## src/rtl/masked_ram.sv

```systemverilog
module masked_ram #(
  parameter int WIDTH       = 32,
  parameter int DEPTH       = 64,
  parameter int GRAN        = WIDTH,
  parameter bit REGISTERED  = 1'b1,
  parameter bit TRANSPARENT = 1'b1,
  parameter int INIT_COUNT  = 0,
  parameter logic [((INIT_COUNT > 0) ? INIT_COUNT : 1)*WIDTH-1:0] INIT_VEC = '0,
  localparam int AW     = (DEPTH > 1) ? $clog2(DEPTH) : 1,
  localparam int CHUNKS = WIDTH / GRAN
) (
  input  logic              clk,
  input  logic              rst_n,
  input  logic [AW-1:0]     wr_addr,
  input  logic [WIDTH-1:0]  wr_data,
  input  logic [CHUNKS-1:0] wr_mask,
  input  logic              rd_en,
  input  logic [AW-1:0]     rd_addr,
  output logic [WIDTH-1:0]  rd_data
);

  if (GRAN > WIDTH || (WIDTH % GRAN) != 0) begin : g_bad_gran
    $error("masked_ram: GRAN must divide WIDTH and not exceed it");
  end
  if (!REGISTERED && !TRANSPARENT) begin : g_bad_mode
    $error("masked_ram: a combinational read port must be transparent");
  end

  logic [WIDTH-1:0] mem [DEPTH];
  logic [WIDTH-1:0] bitmask, stored, fwd, merged;

  initial begin
    for (int i = 0; i < DEPTH; i++)
      mem[i] = (i < INIT_COUNT) ? INIT_VEC[i*WIDTH +: WIDTH] : '0;
  end

  for (genvar c = 0; c < CHUNKS; c++) begin : g_mask
    assign bitmask[c*GRAN +: GRAN] = {GRAN{wr_mask[c]}};
  end

  wire wr_ok = int'(wr_addr) < DEPTH;
  wire rd_ok = int'(rd_addr) < DEPTH;

  always @(posedge clk) begin
    if (wr_ok) mem[wr_addr] <= (mem[wr_addr] & ~bitmask) | (wr_data & bitmask);
  end

  assign stored = rd_ok ? mem[rd_addr] : '0;
  assign fwd    = (wr_ok && rd_ok && wr_addr == rd_addr) ? bitmask : '0;
  assign merged = (stored & ~fwd) | (wr_data & fwd);

  if (REGISTERED) begin : g_reg
    logic [WIDTH-1:0] rd_q;
    always_ff @(posedge clk or negedge rst_n) begin
      if (!rst_n)     rd_q <= '0;
      else if (rd_en) rd_q <= TRANSPARENT ? merged : stored;
    end
    assign rd_data = rd_q;
  end else begin : g_comb
    wire unused_ctrl = &{1'b0, rd_en, rst_n, merged};
    assign rd_data = stored;
  end

endmodule

```

## config.mk

```make
export PLATFORM = sky130hd
export DESIGN_NAME = masked_ram
export DESIGN_NICKNAME = d
export VERILOG_FILES = /design/src/rtl/masked_ram.sv
export SDC_FILE = /design/constraint.sdc
export NUM_CORES = 2
export LEC_CHECK = 0
export BUFFER_PORTS_ARGS = -buffer_cell sky130_fd_sc_hd__buf_4
export CORE_MARGIN = 3
export CORE_UTILIZATION = 50
export DETAILED_ROUTE_END_ITERATION = 10
export PLACE_DENSITY_LB_ADDON = 0.12
export SLEW_MARGIN = 20
export SYNTH_ARGS = -nofsm -noshare
export SYNTH_HDL_FRONTEND = slang
export SYNTH_SLANG_ARGS = --single-unit
```

## constraint.sdc

```tcl
create_clock -name clk -period 4.7 [get_ports clk]
set_input_delay 0.94 -clock clk [delete_from_list [all_inputs] [get_ports clk]]
set_output_delay 0.94 -clock clk [all_outputs]
set_load 0.01 [all_outputs]
```

# After elaboration in Yosys (flattened, before gate mapping)
# Memory sizes are Yosys's and may differ from the RTL's.
# Index checks and enable logic that the tools add are counted.
# totals
regBits,32
latch_bits,0
mem_bits_rw,2048
rom_bits,0
out_inout_bits,32
elab_cells,12
memories,1
# memory_table
name,words,width,read_ports,rd_clocked_by_memory_dff,wr,line_no,rtl
mem,64,32,2,0,1,29,logic [WIDTH-1:0] mem [DEPTH];
# op_classes
add_sub_neg,0
mul,0
div,0
magnitude_cmp,0
eq_ne,1
shift,0
n_mux,1
bitwise,8
n_reduce_logical,0
# op_table
op,n
bitwise AND 32 bit,4
inverter 32 bit,2
bitwise OR 32 bit,2
two-way mux 32 bit,1
equality test 6 bit,1

# Logic depth before layout (Yosys ltp)
# depth
ltp_word,5
depth_mapped,11
depth_no_buf,6

# Worst setup path after synthesis
# OpenSTA, ideal clock, no wires.
# synth_timing
path_type,input -> register
start,input wr_addr[1]
end,"memory mem[0][14], data pin"
setup_ns,0.585
arrival_ns,4.393
t_required_ns,4.115
setup_slack_ns,-0.278
stages,10
n_path_buf,5
cell_sequence,buf_2 > buf_4 > inv_1 > buf_2 > buf_1 > clkbuf_1 > a221oi_1 > o22ai_1 > nand2_1 > a41oi_1
# synth_between
elab_chain_len,3
# synth_lines
element,line_no,rtl
"start, declared",14,"input logic [AW-1:0] wr_addr,"
memory (64 x 32 bit),n/a,
bitwise AND 32 bit,45,if (wr_ok) mem[wr_addr] <= (mem[wr_addr] & ~bitmask) | (wr_data & bitmask);
bitwise OR 32 bit,45,
"end, declared",29,
# Every way passes these cells.

# Final worst setup path
# layout_timing
start,input wr_addr[0]
end,"memory mem[59][28], data pin"
# Same word-level chain as after synthesis.

==> results.sh <==
export IMPL_dieArea_um2=197000
export IMPL_seqPwrFrac=0.486
export IMPL_row_count=160
export IMPL_rsz0062_at_grt="no"
export IMPL_finalSetupViolations=0
export IMPL_switching_share=0.249
export IMPL_drc=0
export IMPL_dp_cells=8179
export IMPL_critPathKind="input port to flop"
export IMPL_crit_fanout=40
export IMPL_yosysTopAreaCell="edfxtp_1"
export IMPL_drt_pre_antenna_iters=9
export IMPL_ys_warn_count=0
export IMPL_hold_violations=0
export IMPL_totalNegativeSetupSlack_ns=0
export IMPL_ir_drop_mv=0.406
export IMPL_cts_buffer_depth=3
export IMPL_synth_edff_count=2048
export IMPL_vias_per_cell=7.82
export IMPL_p_comb_frac=0.112
export IMPL_drtAntennaViolNets=0
export IMPL_drive_gt1_frac=0.352
export IMPL_post_cts_buffers=0
export IMPL_die_y_um=444
export IMPL_synth_seq_area_share=0.649
export IMPL_syn_area_per_cell_um2=17.4
export IMPL_nNetsFinal=5933
export IMPL_cts_buffers=215
export IMPL_endpoint_kind="flop"
export IMPL_wl_per_cell_um=47.8
export IMPL_p_switching_mw=10.8
export IMPL_cpPeakStageDelay_ns=0.73
export IMPL_crit_buf_inv=5
export IMPL_grt_pass1_wl_mm=555
export IMPL_clock_fmax_mhz=257
export IMPL_status="completed"
export IMPL_ctsResizeCount=0
export IMPL_synthArstFlopShare=0.0154
export IMPL_required_ns=5.40
export IMPL_final_cells=8604
export IMPL_ys_flop_type="edfxtp_1"
export IMPL_cp_depth=11
export IMPL_syn_nets=5579
export IMPL_synth_seq_cells=2080
export IMPL_period_needed_ns=3.89
export IMPL_period_share=0.828
export IMPL_path_clk_slew_ns=0.06
export IMPL_grt_max_degree=81
export IMPL_finalMaxSlewViolations=0
export IMPL_drv_cap=0
export IMPL_place_ws_ns=0.104
export IMPL_p_int_mw=32.6
export IMPL_coreArea_um2=191000
export IMPL_overflow=0
export IMPL_cts_max_level=4
export IMPL_io_buffers=79
export IMPL_cts_root_buffer_cell="clkbuf_16"
export IMPL_ios=80
export IMPL_max_slew_margin=0.174
export IMPL_synth_area_leaders="edfxtp_1, mux4_2, mux2_2"
export IMPL_clk_latency_ns=0.90
export IMPL_crit_chain="buf_8 -> nor2b_4 -> buf_12 -> buf_4 -> a22oi_1 -> o21ai_0 -> a21oi_1 -> nor4b_1 -> buf_4 -> o32a_2 -> buf_12"
export IMPL_die_w_um=444
export IMPL_track_usage=0.413
export IMPL_syn_cell_area_um2=96100
export IMPL_hold_buffers=0
export IMPL_critical_path_top_delay_family="buffers and inverters"
export IMPL_skew_ns=0.0662
export IMPL_synth_cell_types=65
export IMPL_hold_path_class="input port to asynchronous set/reset pin"
export IMPL_critPathLaunchType="input port"
export IMPL_place_gp_congestion=0.956
export IMPL_powerDensity_nw_per_um2=390
export IMPL_area_delta_synth_final_pct=16.0
export IMPL_cp_data_arrival_time_ns=4.59
export IMPL_pwr_share_clk=0.402
export IMPL_synth_cells=5531
export IMPL_start_util=0.504
export IMPL_route_final_wire_length_mm=411
export IMPL_dp_hpwl_mm=257
export IMPL_leakagePower_nw=35.7
export IMPL_antenna_found_initial=26
export IMPL_drtIter0Drc=12900
export IMPL_tightest_slew_ns=1.24
export IMPL_cp_slowest_cell="nor4b_1"
export IMPL_synth_top_area_frac=0.640
export IMPL_clkSinkCount=2080
export IMPL_setup_ws_ns=0.806
export IMPL_cts_tree="yes"
export IMPL_reg2reg_depth=6
export IMPL_grt_pass1_vias=64400
export IMPL_vias=67300
==> layer usage <==
metal / routed length (um) / vias to the layer above / part of all wire / global-route usage
li1: - / 24400 / - / -
met1: 140000 / 34600 / 0.34 / 0.543
met2: 172000 / 6709 / 0.42 / 0.576
met3: 68900 / 1553 / 0.17 / 0.167
met4: 30100 / 24 / 0.073 / 0.243
met5: 398 / - / 0.00097 / 0.0139
==> cells in the final DEF, fill, tap and decap left out, types with 10 or more instances in the layout <==
cell | synthesis | layout
dfrtp_1 | 32 | 32
nand2_1 | 138 | 135
o2bb2ai_1 | 10 | 10
buf_12 | 0 | 123
bufinv_16 | 0 | 26
a221oi_1 | 237 | 237
nor3_1 | 15 | 13
clkinv_2 | 0 | 41
a22oi_1 | 250 | 250
o32a_2 | 0 | 18
a221o_1 | 34 | 34
nand4_1 | 11 | 11
mux2_2 | 411 | 411
nand3_1 | 53 | 52
mux4_2 | 606 | 606
o221ai_1 | 12 | 12
clkinv_1 | 3 | 38
buf_4 | 36 | 500
clkbuf_16 | 0 | 217
a211oi_1 | 13 | 13
o21ai_0 | 112 | 112
nor2_4 | 0 | 76
edfxtp_1 | 2048 | 2048
o22a_1 | 13 | 11
a21oi_1 | 108 | 108
o211ai_1 | 13 | 13
nor2_1 | 240 | 164
a31oi_1 | 27 | 27
mux2i_1 | 186 | 186
a31o_2 | 34 | 34
a222oi_1 | 40 | 40
diode_2 | 0 | 24
o22ai_1 | 220 | 220
a22o_1 | 39 | 39
clkbuf_1 | 244 | 53
==> sequential cells by signal, indices dropped and copies added, names as in the netlist <==
register  flops
rd_data      32
mem        2048
==> cells by family after synthesis <==
kind of cell | Yosys count | share of synthesized area
AOI/OAI and AO/OA | 1225 | 0.0943
xor gates and xnor gates | 6 | 0.000547
and+or+nand+nor | 512 | 0.0230
buffers and inverters | 505 | 0.0239
muxes | 1203 | 0.210
DFF | 2080 | 0.649
==> through the flow <==
step / area [um2] / hold WS [ns] / utilization / power (mW)
after global routing: 111000 / 0.150 / 0.584 / 44.2
after global placement: 104000 / 0.564 / 0.547 / 26.1
after floorplan: 96100 / 0.573 / - / 23.8
after CTS: 111000 / 0.118 / 0.584 / 43.2
final: 111000 / 0.165 / 0.584 / 43.4
after detailed placement: 104000 / 0.550 / 0.547 / 26.1
==> final cells by class <==
type,instances,area (um2)
antenna,24,60.1
clock buffer,273,5670
inverter,13,61.3
multi-input combinational,2946,32400
sequential,2080,62300
fill,14300,79200
clock inverter,128,1420
tap,2511,3140
timing repair buffer,629,6300
==> power groups by stage <==
stage,clock [mW],combinational [mW],sequential (mW)
after CTS,17.4,4.64,21.1
after global placement,0,4.59,21.5
after global routing,18.2,4.90,21.1
after detailed placement,0,4.63,21.5
after floorplan,0,2.35,21.5
final,17.4,4.86,21.1
==> synth_stat cells (32+ instances only) <==
cell type and count:
mux2i_1 186, a22oi_1 250, nand2_1 138, mux4_2 606, a21oi_1 108, buf_2 156
a221o_1 34, a221oi_1 237, clkbuf_1 244, a31o_2 34, nor2_1 240, buf_1 47
a222oi_1 40, mux2_2 411, a22o_1 39, o22ai_1 220, buf_4 36, dfrtp_1 32
nand3_1 53, edfxtp_1 2048, o21ai_0 112
==> path summary, 6_finish.rpt <==
kind | startpoint | to | slack [ns]
worst min-delay path | rst_n | rd_data[7] | 0.16
max in group asynchronous | rst_n | rd_data[28] | 3.94
worst max-delay path | wr_addr[0] | mem[59][28] | 0.81
worst min register to register | rd_data[20] | rd_data[20] | 0.58
min in group clk | wr_data[20] | rd_data[20] | 0.34
worst max register to register | mem[47][6] | mem[43][6] | 1.43
Power figures use the tool's default switching activity.
